--- src/rtl/line_latch_pkg.sv ---
package line_latch_pkg;

  typedef enum logic {
    MON_IDLE  = 1'b0,
    MON_ARMED = 1'b1
  } mon_state_e;

  function automatic int unsigned max_u(int unsigned a, int unsigned b);
    return (a > b) ? a : b;
  endfunction

  function automatic int unsigned cnt_width(int unsigned v);
    return (v < 2) ? 1 : $clog2(v + 1);
  endfunction

endpackage

--- src/rtl/strobe_edge.sv ---
module strobe_edge (
  input  logic clk,
  input  logic rst,
  input  logic strobe_i,
  output logic rise_o
);

  logic strobe_q;

  always_ff @(posedge clk) begin
    if (rst) strobe_q <= 1'b0;
    else     strobe_q <= strobe_i;
  end

  assign rise_o = strobe_i & ~strobe_q;

  AST_RISE_SINGLE: assert property (@(posedge clk) disable iff (rst)
    rise_o |=> !rise_o);

endmodule

--- src/rtl/line_store.sv ---
module line_store #(
  parameter int unsigned NCOL = 8,
  parameter int unsigned BITS = 6
) (
  input  logic                 clk,
  input  logic                 rst,
  input  logic                 rise_i,
  input  logic                 pol_i,
  input  logic [NCOL*BITS-1:0] data_i,
  output logic [NCOL*BITS-1:0] code_o,
  output logic [NCOL-1:0]      hi_o,
  output logic                 valid_o
);

  localparam int unsigned W = NCOL * BITS;

  for (genvar c = 0; c < NCOL; c++) begin : g_col
    localparam logic ODD_IDX = 1'(c % 2);

    always_ff @(posedge clk) begin
      if (rst) begin
        code_o[c*BITS +: BITS] <= '0;
        hi_o[c]                <= 1'b0;
      end else if (rise_i) begin
        code_o[c*BITS +: BITS] <= data_i[c*BITS +: BITS];
        hi_o[c]                <= pol_i ^ ODD_IDX;
      end
    end
  end

  always_ff @(posedge clk) begin
    if (rst)         valid_o <= 1'b0;
    else if (rise_i) valid_o <= 1'b1;
  end

  AST_CODE_HOLD: assert property (@(posedge clk) disable iff (rst)
    !rise_i |=> $stable(code_o));
  AST_POL_TAKEN: assert property (@(posedge clk) disable iff (rst)
    rise_i |=> hi_o[0] == $past(pol_i));
  AST_PRE_ZERO: assert property (@(posedge clk) disable iff (rst)
    !valid_o |-> (code_o == W'(0)) && (hi_o == '0));
  AST_VALID_STICKY: assert property (@(posedge clk) disable iff (rst)
    valid_o |=> valid_o);

endmodule

--- src/rtl/blank_monitor.sv ---
module blank_monitor
  import line_latch_pkg::*;
#(
  parameter int unsigned MIN_LAST  = 1,
  parameter int unsigned MIN_BLANK = 3
) (
  input  logic clk,
  input  logic rst,
  input  logic tick_i,
  input  logic first_i,
  input  logic last_i,
  input  logic rise_i,
  output logic err_o
);

  localparam int unsigned SAT = max_u(MIN_LAST, MIN_BLANK);
  localparam int unsigned CW  = cnt_width(SAT);
  localparam logic [CW-1:0] SAT_V   = CW'(SAT);
  localparam logic [CW-1:0] LAST_V  = CW'(MIN_LAST);
  localparam logic [CW-1:0] BLANK_V = CW'(MIN_BLANK);

  logic [CW-1:0] cnt_q;
  mon_state_e    st_q;
  logic          early_strobe, short_blank;

  assign early_strobe = rise_i && (st_q == MON_ARMED) && (cnt_q < LAST_V);
  assign short_blank  = tick_i && first_i && (st_q == MON_ARMED) && (cnt_q < BLANK_V);

  always_ff @(posedge clk) begin
    if (rst) begin
      cnt_q <= SAT_V;
      st_q  <= MON_IDLE;
      err_o <= 1'b0;
    end else begin
      err_o <= early_strobe | short_blank;
      if (tick_i && last_i) begin
        cnt_q <= '0;
        st_q  <= MON_ARMED;
      end else begin
        if (tick_i && (cnt_q < SAT_V)) cnt_q <= cnt_q + 1'b1;
        if (tick_i && first_i)         st_q  <= MON_IDLE;
      end
    end
  end

  AST_ERR_CAUSE: assert property (@(posedge clk) disable iff (rst)
    err_o |-> $past(rise_i || (tick_i && first_i)));
  AST_IDLE_QUIET: assert property (@(posedge clk) disable iff (rst)
    (st_q == MON_IDLE) |=> !err_o);
  AST_CNT_RANGE: assert property (@(posedge clk) disable iff (rst)
    cnt_q <= SAT_V);

endmodule

--- src/rtl/line_latch_top.sv ---
module line_latch_top #(
  parameter int unsigned NCOL      = 8,
  parameter int unsigned BITS      = 6,
  parameter int unsigned MIN_LAST  = 1,
  parameter int unsigned MIN_BLANK = 3
) (
  input  logic                 clk,
  input  logic                 rst,
  input  logic [NCOL*BITS-1:0] col_data_i,
  input  logic                 shift_tick_i,
  input  logic                 first_i,
  input  logic                 last_i,
  input  logic                 strobe_i,
  input  logic                 pol_i,
  input  logic                 test_mode_i,
  output logic [NCOL*BITS-1:0] code_o,
  output logic [NCOL-1:0]      hi_sel_o,
  output logic                 line_valid_o,
  output logic                 out_en_o,
  output logic                 timing_err_o
);

  logic rise;

  strobe_edge i_edge (
    .clk      (clk),
    .rst      (rst),
    .strobe_i (strobe_i),
    .rise_o   (rise)
  );

  line_store #(.NCOL(NCOL), .BITS(BITS)) i_store (
    .clk     (clk),
    .rst     (rst),
    .rise_i  (rise),
    .pol_i   (pol_i),
    .data_i  (col_data_i),
    .code_o  (code_o),
    .hi_o    (hi_sel_o),
    .valid_o (line_valid_o)
  );

  blank_monitor #(.MIN_LAST(MIN_LAST), .MIN_BLANK(MIN_BLANK)) i_mon (
    .clk     (clk),
    .rst     (rst),
    .tick_i  (shift_tick_i),
    .first_i (first_i),
    .last_i  (last_i),
    .rise_i  (rise),
    .err_o   (timing_err_o)
  );

  always_ff @(posedge clk) begin
    if (rst) out_en_o <= 1'b0;
    else     out_en_o <= (line_valid_o | rise) & ~test_mode_i;
  end

  AST_EN_NEEDS_VALID: assert property (@(posedge clk) disable iff (rst)
    out_en_o |-> line_valid_o);
  AST_TEST_OFF: assert property (@(posedge clk) disable iff (rst)
    test_mode_i |=> !out_en_o);

endmodule

--- config.mk ---
export PLATFORM = sky130hd
export DESIGN_NAME = line_latch_top
export DESIGN_NICKNAME = d
export VERILOG_FILES = /design/src/rtl/line_latch_pkg.sv /design/src/rtl/strobe_edge.sv /design/src/rtl/line_store.sv /design/src/rtl/blank_monitor.sv /design/src/rtl/line_latch_top.sv
export SDC_FILE = /design/constraint.sdc
export NUM_CORES = 1
export LEC_CHECK = 0
export CAP_MARGIN = 0
export CORE_ASPECT_RATIO = 1.75
export CORE_UTILIZATION = 30
export CTS_BUF_LIST = sky130_fd_sc_hd__clkbuf_16
export CTS_CLUSTER_DIAMETER = 80
export DETAILED_ROUTE_END_ITERATION = 10
export DONT_BUFFER_PORTS = 1
export PLACE_DENSITY_LB_ADDON = 0.3
export SETUP_SLACK_MARGIN = 0.5
export SLEW_MARGIN = 20
export SYNTH_ARGS = -nofsm -noshare
export SYNTH_HDL_FRONTEND = slang
export SYNTH_HIERARCHICAL = 1
export SYNTH_SLANG_ARGS = --single-unit
export TNS_END_PERCENT = 20
--- constraint.sdc ---
create_clock -name clk -period 1.5 [get_ports clk]
set_input_delay 0.3 -clock clk [delete_from_list [all_inputs] [get_ports clk]]
set_output_delay 0.3 -clock clk [all_outputs]
set_load 0.01 [all_outputs]
### Word level (Yosys, flattened, before mapping)

Cells that the tools add are included.

| word-level totals | value |
|---|---|
| bits in registers | 57 |
| input port bits | 56 |
| output and inout port bits | 59 |
| word-level logic and storage cells | 39 |

| operators by class | value |
|---|---|
| add/sub/neg operators | 1 |
| magnitude comparators | 2 |
| mux-type cells | 4 |
| bitwise logic cells | 7 |
| reduce and logical (&&, ||, !) cells | 9 |

Operators with widths:

| cell | count |
|---|---|
| 1-bit logical AND | 7 |
| 2-bit 2-to-1 mux | 2 |
| 2-bit nonzero test | 2 |
| 1-bit inverter | 3 |
| 2-bit by 1-bit adder with 2-bit output, second input constant | 1 |
| 1-bit bitwise AND | 2 |
| 2-bit by 1-bit less-than comparator with 1-bit output, second input constant | 1 |
| 2-bit less-than comparator, second input constant | 1 |
| 1-bit 2-to-1 mux | 2 |
| 1-bit bitwise OR | 2 |

### Longest topological paths before layout

Gate-level depths: netlist of run 1.

| logic depth | value |
|---|---|
| depth in word-level cells | 5 |
| gate-level depth with buffers | 5 |
| gate-level depth less buffers | 4 |

### Hierarchy

The synthesis of run 1 kept the hierarchy.

By module, submodules not included:

| module | times used | cells an instance | area an instance (um2) | seq. area each (um2) |
|---|---|---|---|---|
| line_store | 1 | 171 | 1,900.6 | 1,021.0 |
| blank_monitor | 1 | 20 | 186.4 | 80.1 |
| strobe_edge | 1 | 3 | 47.5 | 20.0 |
| line_latch_top | 1 | 3 | 33.8 | 20.0 |

### Worst setup path before layout of run 1

Ideal clock, no wire load.

| timing | value |
|---|---|
| path kind | input-to-reg |
| start point | in strobe_i |
| end point | reg i_store.code_o[11] |
| setup time | 128 ps |
| arrival time | 964 ps |
| required time | 1,372 ps |
| path slack | 408 ps |
| cell stages on the path | 5 |
| path through | nor2b_4 -> buf_6 -> buf_12 -> mux2i_1 -> nor2_1 |

| between the ends | value |
|---|---|
| word-level cells in the longest chain between the ends | 1 |

Ends and longest elaborated chain:

| element | RTL line | source |
|---|---|---|
| start, declared | line_latch_top.sv:13 | `input logic strobe_i,` |
| 1-bit bitwise AND | strobe_edge.sv:15 | `assign rise_o = strobe_i & ~strobe_q;` |
| end signal, assigned by index | line_store.sv:25 | `code_o[c*BITS +: BITS] <= data_i[c*BITS +: BITS];` |
| end, declared | line_store.sv:10 | `output logic [NCOL*BITS-1:0] code_o,` |

Every way passes these cells.
A chain may end at the register's enable or synchronous reset.

### Worst setup path in the final report of run 1

| timing | value |
|---|---|
| start point | reg i_edge.strobe_q |
| end point | reg i_store.code_o[26] |

| between the ends | value |
|---|---|
| word-level cells in the longest chain between the ends | 2 |

Ends and longest elaborated chain:

| element | RTL line | source |
|---|---|---|
| start, declared | strobe_edge.sv:8 | `logic strobe_q;` |
| start signal, assigned | strobe_edge.sv:12 | `else strobe_q <= strobe_i;` |
| 1-bit inverter | strobe_edge.sv:15 |  |
| 1-bit bitwise AND | strobe_edge.sv:15 |  |
| net rise | line_latch_top.sv:23 | `logic rise;` |

The timed path passes the listed nets, and every way through them passes these cells.

==> run metrics, run 1 <==
status finished, final reports clean; area delta synth->final 11.8%; row cnt 40; endpoint type of the worst setup path flip-flop; aggregate global-route resource usage 0.115; total core area between 0.006 and 0.007 sq mm; Required @ worst endpoint about 1.7 ns; Static Leakage between 1 and 1.5 nW; Clock transition at path regs 0.05 ns; clk_skew 0.00365 ns; number of global-route vias before repair 1275; Via density 4.62; vias 1298; Initial DRC Count 69; gr ovfl total 0; Die X 66.3 um; IO Port Bufs 0; Mapped Cells 197; Skew-Pair Late Insertion Delay 0.32 ns; share of layout cells above drive strength 1 0.127; clock tree root driver cell clkbuf_16; RSZ-0062 raised after global routing true; Routed WL per cell approximately 15 um; worst-path maximum fanout 28; clock period minus worst slack 1.12 ns; Max Slew Vio Count 0; Nets between 200 and 300; distinct cell type count after synthesis 22; IO Pins 115; post-synthesis sequential element count 57; power per cell area 1510 mW/mm^2; CTS tree built; Chip Height 114 um; Arrival @ worst endpoint 1.33 ns; DP HPWL approximately 2.8 mm; Antenna Cells 0; post-CTS setup buffers 0; Num CTS Buffers 9; DRT Pass-1 Iters 4; Hold Path Class in2reg; starting density of the core 0.314; initial antenna violation count 0; Seq/Total Area, Yosys 0.526; Post-Syn Nets 255; sinks on the clock net 57; total chip power 0.00367 W; Tightest Pin Transition 0.196 ns; Startpoint Class flip-flop; Slew headroom 0.869; # fillers 720; crit share post-route 0.746; Setup TNS Final 0 ns; Total Wirelength 4.13 mm; antenna-violating nets left 0; first-pass GRT wire length 6.15 mm; total number of H-tree levels 3; maxcap violations 0; Syn Area/Cell ~11 sq um; maximum clock insertion buffer count 2; Final Hold Viols 0; die outline area 0.00759 sq mm; Yosys Warn Count 6; GP Congestion 0.695; DR DRC count 0; max frequency 893 MHz; VDD IR max 0.615 mV; cts hold-fix bufs 0; largest net degree at the start of global routing 58; final setup fails 0; cell area after synthesis 0.00217 sq mm; WS Path Type reg2reg
==> logic make-up after synthesis <==
kind of cell	synth area share
adders and majority gates	0.0115
buffers and inverters	0.0889
and+or+nand+nor	0.123
muxes	0.226
AOI/OAI and AO/OA	0.0242
DFF	0.526
==> state kept, by name, summed over array words and instances (netlist names) <==
| register | flops |
|---|---|
| i_mon/cnt_q | 2 |
| i_store/code_o | 48 |
| out_en_o | 1 |
| i_mon/st_q | 1 |
| i_edge/strobe_q | 1 |
| i_store/valid_o | 1 |
| i_mon/err_o | 1 |
| i_store/hi_o | 2 |
==> layout by cell type (no fill, tap or decap), types with 2 or more instances in the layout <==
master | synthesis | layout
buf_12 | 5 | 2
clkinv_1 | 0 | 2
inv_1 | 3 | 4
clkbuf_16 | 0 | 9
ha_4 | 0 | 2
dfxtp_4 | 0 | 3
mux2i_1 | 49 | 49
dfxtp_1 | 57 | 53
clkinv_2 | 0 | 3
nor2_1 | 55 | 55
nor2b_4 | 2 | 2
==> through the flow <==
| step | instance area, sq um | util | std cells | hold WS [ns] | worst slack [ns] |
|---|---|---|---|---|---|
| finish | 2420 | 0.351 | 281 | 0.0498 | 0.380 |
| global placement | 2130 | 0.309 | 265 | 0.371 | 0.404 |
| detailed placement | 2130 | 0.309 | 265 | 0.372 | 0.369 |
| floorplan | 2170 | - | 197 | 0.364 | 0.415 |
| CTS | 2420 | 0.351 | 281 | 0.0283 | 0.371 |
| global route | 2420 | 0.351 | 281 | 0.0369 | 0.307 |
==> per-layer routing <==
layer	track usage	vias to the layer above	wire length, um
li1	-	637	-
met1	0.106	595	1440
met2	0.194	58	2250
met3	0.0438	8	308
met4	0.0936	0	140
met5	0	-	0
==> cells in the mapped netlist <==
| library cell | number | area [sq um] |
|---|---|---|
| inv_1 | 3 | 11.3 |
| a211o_1 | 1 | 8.76 |
| nor2_1 | 55 | 206 |
| nand2b_1 | 1 | 6.26 |
| a22oi_1 | 1 | 7.51 |
| nand2_1 | 1 | 3.75 |
| a221o_1 | 1 | 10.0 |
| a2bb2oi_1 | 1 | 8.76 |
| nor3_2 | 1 | 10.0 |
| buf_4 | 6 | 45.0 |
| buf_12 | 5 | 100 |
| nor3_1 | 1 | 5.00 |
| mux2i_1 | 49 | 490 |
| buf_2 | 2 | 10.0 |
| buf_6 | 1 | 11.3 |
| clkbuf_1 | 4 | 15.0 |
| ha_1 | 2 | 25.0 |
| nor3b_1 | 1 | 7.51 |
| o21ai_0 | 1 | 5.00 |
| dfxtp_1 | 57 | 1140 |
| a211oi_2 | 1 | 12.5 |
| nor2b_4 | 2 | 27.5 |
==> what timing repair did <==
item,CTS,global route
endpoints found under the setup margin,110,112
resized for setup,12,0
pin swaps,3,0
gates cloned,0,0
==> worst paths after layout <==
path / startpoint / to / slack [ns] / depth (start not counted)
worst max-delay path: i_edge/strobe_q / i_store/code_o[26] / 0.38 / 4
worst min-delay path: test_mode_i / out_en_o / 0.05 / 1
worst max register to register: i_edge/strobe_q / i_store/code_o[26] / 0.38 / 4
worst min register to register: i_mon/st_q / i_mon/err_o / 0.47 / 1
==> critical path, stage by stage (launching register included) <==
cell and delay, ns:
dfxtp_1 0.32, nor2b_4 0.17, buf_12 0.24, mux2i_1 0.22, nor2_1 0.05
==> cell type report <==
cell class	instances	area (sq um)	area share
sequential	57	1150	0.476
multi-input combinational	119	860	0.354
clock buffer	9	225	0.0929
tap	84	105	0.0433
timing repair buffer	2	40.0	0.0165
clock inverter	7	30.0	0.0124
inverter	3	11.3	0.00464
==> report_power, final <==
| part | switching, W | internal (W) | leakage (nW) |
|---|---|---|---|
| clock | 0.000626 | 0.00108 | 0.136 |
| sequential | 0.000112 | 0.00161 | 0.471 |
| combinational | 0.000110 | 0.000130 | 0.423 |
No activity file was read; power rests on OpenSTA's default activity.
==> run 2, diff against run 1 <==
==> constraint.sdc (replaced) <==
create_clock -name clk -period 1.1 [get_ports clk]
set_input_delay 0.22 -clock clk [delete_from_list [all_inputs] [get_ports clk]]
set_output_delay 0.22 -clock clk [all_outputs]
set_load 0.01 [all_outputs]
==> run metrics, run 2 (same netlist as run 1, synthesis figures left out) <==
status finished with violations; failing checks negative hold slack, negative setup slack; net load switching power 0.00120 W (+41%); Switching Share 0.233 (+0.00137); Clock transition at path regs 0.05 ns (about the same); gr ovfl total 0 (unchanged); power per cell area 1930 mW/mm^2 (+27%); CTS tree built; vias 1350 (+4.0%); hold depth 1 (unchanged); final setup fails 25 (+25); Startpoint Class flip-flop; Clock Power Share 0.452 (-0.012); worst r2r path cells 5 (+1); DP HPWL 2.85 mm (+0.60%); max FFs per register 48 (unchanged); clock period minus worst slack 1.12 ns (+0.00321 ns); maximum clock insertion buffer count 2 (unchanged); clk_skew 0.00323 ns (-0.000416 ns); Static Leakage 1.13 nW (+10%); Via density 4.61 (-0.25%); DP Worst Slack -0.0289 ns (-0.397 ns); post-route setup slack -0.0228 ns (-0.403 ns); total number of H-tree levels 3 (unchanged); maxcap violations 0 (unchanged); Nets 262 (+4.8%); Seq pwr share 0.457 (-0.013); IO Port Bufs 0 (unchanged); aggregate global-route resource usage 0.115 (+0.000335); crit share post-route 1.02 (+0.274); Chip Height 114 um (unchanged); area delta synth->final 23.0%; die outline area 0.00759 sq mm (unchanged); initial antenna violation count 0 (unchanged); WHS -0.0424 ns (-0.0922 ns); row cnt 40 (unchanged); starting density of the core 0.314 (unchanged); Largest regs i_store/code_o x48, i_mon/cnt_q x2, i_store/hi_o x2; reg2reg end i_store/code_o[4]; GP Congestion 0.714 (+2.8%); first-pass GRT wire length 6.24 mm (+1.3%); Arrival @ worst endpoint 1.33 ns (about the same); DRT Pass-1 Iters 4 (unchanged); clock tree root driver cell clkbuf_16; total core area 0.00691 sq mm (unchanged); total chip power 0.00514 W (+40%); Min-Delay Endpoint out_en_o; endpoint type of the worst setup path flip-flop; commonest non-fill, non-tap cells in the layout 55 x nor2_1, 48 x mux2i_1, 35 x dfxtp_1, 19 x dfxtp_2, 13 x clkbuf_16; DR DRC count 0 (unchanged); Tightest Pin Transition 0.182 ns (-0.0148 ns); antenna-violating nets left 0 (unchanged); IO Pins 115 (unchanged); share of layout cells above drive strength 1 0.287 (+0.160); number of global-route vias before repair 1333 (+4.5%); worst r2r src i_edge/strobe_q; largest net degree at the start of global routing 58 (unchanged); WS Path Type reg2reg; Die X 66.3 um (unchanged); max frequency 891 MHz (-0.29%); Required @ worst endpoint 1.31 ns (-0.40 ns); Slew headroom 0.878 (+0.00945); combinational power share 0.091 (+0.025); Most flops, register i_store/code_o; Initial DRC Count 53 (-23%); Routed WL per cell 16.3 um (+11%); RSZ-0062 raised after global routing true; Skew-Pair Late Insertion Delay 0.32 ns (about the same); VDD IR max 0.757 mV (+23%); Pint 0.00395 W (+40%); Total Wirelength 4.77 mm (+15%); Max Slew Vio Count 0 (unchanged); internal reg-to-reg setup slack -0.02 ns (-0.40 ns); worst-path maximum fanout 8 (-71%); Final Hold Viols 55 (+55); Hold Path Class in2reg; commonest non-fill, non-tap cell in the layout nor2_1; Antenna Cells 0 (unchanged); Num CTS Buffers 9 (unchanged); sinks on the clock net 57 (unchanged); min-delay src test_mode_i
run 2: how the worst max path moves through the flow:
stage	start	end	slack, ns
after CTS	i_edge/strobe_q	i_store/code_o[16]	-0.04
after global placement	i_edge/strobe_q	i_store/code_o[14]	0.02
after floorplan	i_edge/strobe_q	i_store/code_o[11]	0.03
final	i_edge/strobe_q	i_store/code_o[4]	-0.02
after detailed placement	i_edge/strobe_q	i_store/code_o[16]	-0.03
after global routing	i_edge/strobe_q	i_store/code_o[43]	-0.07
run 2: timing repair:
item / in CTS / in global routing
pin swaps: 20 / 15
hold endpoints to repair: 56 / 56
setup endpoints to repair: 115 / 115
buffers inserted: 1 / 1
gates resized for setup: 32 / 6
cloned: 0 / 6
run 2: critical path: stages, from the launching register on:
cell and delay (ns):
dfxtp_2 0.32, nor2b_4 0.12, buf_12 0.16, clkbuf_16 0.16
mux2i_1 0.20, nor2_1 0.05
run 2: cell type report:
| cell class | count | area, sq um |
|---|---|---|
| Clock buffer | 9 | 225 |
| Sequential cell | 57 | 1180 |
| Fill cell | 703 | 4240 |
| Multi-Input combinational cell | 119 | 877 |
| Timing Repair Buffer | 14 | 243 |
| Tap cell | 84 | 105 |
| Clock inverter | 7 | 30.0 |
| Inverter | 3 | 11.3 |
run 2: metal layers:
| metal | wire [um] | track usage | up-vias | share of wire |
|---|---|---|---|---|
| met1 | 1670 | 0.101 | 621 | 0.35 |
| met2 | 2610 | 0.195 | 58 | 0.55 |
| met4 | 161 | 0.0879 | 0 | 0.034 |
| met3 | 318 | 0.0578 | 12 | 0.067 |
| li1 | - | - | 659 | - |
| met5 | 0 | 0 | - | 0 |
run 2: power groups by stage:
stage	Sequential, W	Combinational [W]	Clock, W
finish	0.00235	0.000466	0.00233
global route	0.00237	0.000510	0.00252
CTS	0.00235	0.000378	0.00241
detailed placement	0.00238	0.000353	0
global placement	0.00238	0.000340	0
floorplan	0.00236	0.000372	0
run 2: stage by stage:
stage	utilization	cell area, sq um	cells	hold slack [ns]	TNS (ns)
final	0.386	2670	293	-0.0424	-0.217
after global routing	0.386	2670	293	-0.0650	-3.01
after CTS	0.362	2500	286	-0.0592	-0.397
after detailed placement	0.313	2160	269	0.282	-0.253
after global placement	0.313	2160	269	0.285	0
after floorplan	-	2170	197	0.277	0
==> run 3, diff against run 2 <==
--- a/config.mk
+++ b/config.mk
@@ -6,13 +6,15 @@
 export NUM_CORES = 1
 export LEC_CHECK = 0
 export CAP_MARGIN = 0
+export CELL_PAD_IN_SITES_DETAIL_PLACEMENT = 1
+export CELL_PAD_IN_SITES_GLOBAL_PLACEMENT = 1
 export CORE_ASPECT_RATIO = 1.75
 export CORE_UTILIZATION = 30
 export CTS_BUF_LIST = sky130_fd_sc_hd__clkbuf_16
 export CTS_CLUSTER_DIAMETER = 80
 export DETAILED_ROUTE_END_ITERATION = 10
 export DONT_BUFFER_PORTS = 1
-export PLACE_DENSITY_LB_ADDON = 0.3
+export PLACE_DENSITY = 0.6
 export SETUP_SLACK_MARGIN = 0.5
 export SLEW_MARGIN = 20
 export SYNTH_ARGS = -nofsm -noshare
==> run metrics, run 3 (same netlist as run 1, synthesis figures left out) <==
worst-path maximum fanout 8 (unchanged); # fillers 737 (+4.8%); Chip Height 114 um (unchanged); starting density of the core 0.314 (unchanged); failing checks negative hold slack, negative setup slack; sinks on the clock net 57 (unchanged); VDD IR max 1.05 mV (+39%); Startpoint Class flip-flop; WHS -0.0461 ns (-0.00366 ns); Num CTS Buffers 9 (unchanged); power per cell area 2150 mW/mm^2 (+12%); aggregate global-route resource usage 0.123 (+0.00754); first-pass GRT wire length 6.68 mm (+7.1%); share of layout cells above drive strength 1 0.327 (+0.0398); maximum clock insertion buffer count 2 (unchanged); Via density 4.75 (+3.1%); DP Worst Slack -0.0537 ns (-0.0248 ns); register area 0.00118 sq mm (+0.74%); IO Port Bufs 0 (unchanged); Critical-path top delay cell dfxtp_2; Largest regs i_store/code_o x48, i_mon/cnt_q x2, i_store/hi_o x2; GP Congestion 0.672 (-5.9%); clock tree root driver cell clkbuf_16; Slew headroom 0.874 (-0.00479); IO Pins 115 (unchanged); maxcap violations 0 (unchanged); multi-input logic area 887 sq um (+1.1%); Routed WL per cell 17.3 um (+6.6%); Switching Share 0.212 (-0.0208); max FFs per register 48 (unchanged); Tightest Pin Transition 0.189 ns (+0.00760 ns); area delta synth->final 26.8%; vias 1387 (+2.7%); CTS tree built; number of global-route vias before repair 1399 (+5.0%); max frequency 878 MHz (-1.5%); critical path, cell by cell nor2b_4, buf_12, buf_16, mux2i_2, nor2_1; die outline area 0.00759 sq mm (unchanged); Static Leakage 1.16 nW (+1.9%); Nets 261 (-0.38%); Total Wirelength 5.06 mm (+6.2%); Skew-Pair Late Insertion Delay 0.32 ns (about the same); clock period minus worst slack 1.14 ns (+0.0167 ns); Arrival @ worst endpoint 1.35 ns (+0.02 ns); CP top delay family flip-flops; worst r2r path cells 5 (unchanged); Pint 0.00466 W (+18%); largest stage delay on the critical path 0.32 ns (about the same); Most flops, register i_store/code_o; Die X 66.3 um (unchanged); post-route setup slack -0.0396 ns (-0.0167 ns); Antenna Cells 0 (unchanged); Clock Power Share 0.523 (+0.071); hold depth 1 (unchanged); Required @ worst endpoint 1.31 ns (about the same); Seq pwr share 0.398 (-0.059); commonest non-fill, non-tap cell in the layout nor2_1; endpoint type of the worst setup path flip-flop; crit share post-route 1.04 (+0.0152); RSZ-0062 raised after global routing true; cell depth of the worst setup path 5 (unchanged); antenna-violating nets left 0 (unchanged); row cnt 40 (unchanged); total core area 0.00691 sq mm (unchanged); clk_skew 0.00416 ns (+0.000927 ns); commonest non-fill, non-tap cells in the layout 55 x nor2_1, 47 x mux2i_1, 32 x dfxtp_1, 20 x dfxtp_2, 13 x clkbuf_16; Hold Path Class in2reg; Initial DRC Count 23 (-57%); DRT Pass-1 Iters 4 (unchanged); combinational power share 0.080 (-0.011); largest net degree at the start of global routing 58 (unchanged); status finished with violations; final setup fails 44 (+76%); gr ovfl total 0 (unchanged); total number of H-tree levels 3 (unchanged); net load switching power 0.00125 W (+4.7%); WS Path Type reg2reg; Clock transition at path regs 0.05 ns (about the same); Final Hold Viols 56 (+1.8%); initial antenna violation count 0 (unchanged); Max Slew Vio Count 0 (unchanged); DP HPWL 3.05 mm (+7.1%); DR DRC count 0 (unchanged); CP bufs+invs 2 (unchanged)
-- run 3: cell types whose count changed in the layout (fill, tap and decap cells not counted), moves of 2 or more --
cell       previous run  this run
bufinv_16             0         3
inv_1                 3         0
dfxtp_1              35        32
dfxtp_4               3         5
-- run 3: worst paths after layout --
path                                      start            endpoint  slack [ns]
worst min-delay path                        rst     i_edge/strobe_q       -0.05
worst min register to register       i_mon/st_q         i_mon/err_o        0.49
worst max-delay path            i_edge/strobe_q  i_store/code_o[19]       -0.04
worst max register to register  i_edge/strobe_q  i_store/code_o[19]       -0.04
-- run 3: power by group through the flow --
stage	clock [W]	combinational (W)	sequential, W
final	0.00309	0.000471	0.00235
after global routing	0.00327	0.000516	0.00237
after CTS	0.00319	0.000374	0.00236
after detailed placement	0	0.000350	0.00238
after global placement	0	0.000332	0.00238
after floorplan	0	0.000372	0.00236
-- run 3: metrics by stage --
| stage | power [W] | TNS [ns] | util | cell area [sq um] | cells |
|---|---|---|---|---|---|
| 2_1_floorplan | 0.00273 | 0 | - | 2170 | 197 |
| 3_3_place_gp | 0.00271 | 0 | 0.312 | 2160 | 268 |
| 3_5_place_dp | 0.00273 | -0.206 | 0.312 | 2160 | 268 |
| 4_1_cts | 0.00592 | -0.314 | 0.372 | 2570 | 285 |
| 5_1_grt | 0.00615 | -3.49 | 0.398 | 2750 | 292 |
| 6_report | 0.00591 | -0.774 | 0.398 | 2750 | 292 |
-- run 3: area by class of cell --
type / instances / area share
Sequential cell: 57 / 0.431
Multi-Input combinational cell: 119 / 0.323
Timing Repair Buffer: 13 / 0.0828
Clock buffer: 9 / 0.0819
Clock inverter: 7 / 0.0396
Tap cell: 84 / 0.0382
Inverter: 3 / 0.00409
-- run 3: metal layers --
layer  track usage  up-vias  wire [um]
met1         0.108      661       1670
met4        0.0865        0        127
li1              -      659          -
met3        0.0488        9        320
met2         0.219       58       2940
met5             0        -          0
-- run 3: worst reg2reg max path, stage by stage (launching register included) --
cell and delay (ns):
dfxtp_2 0.32, nor2b_4 0.12, buf_12 0.16, buf_16 0.14, mux2i_2 0.22, nor2_1 0.06
-- run 3: timing repair --
item | in CTS | in global routing
pin swaps | 11 | 14
gates resized for setup | 35 | 9
endpoints found under the hold margin | 56 | 56
buffers inserted | 1 | 1
cloned | 0 | 6
endpoints found under the setup margin | 115 | 115
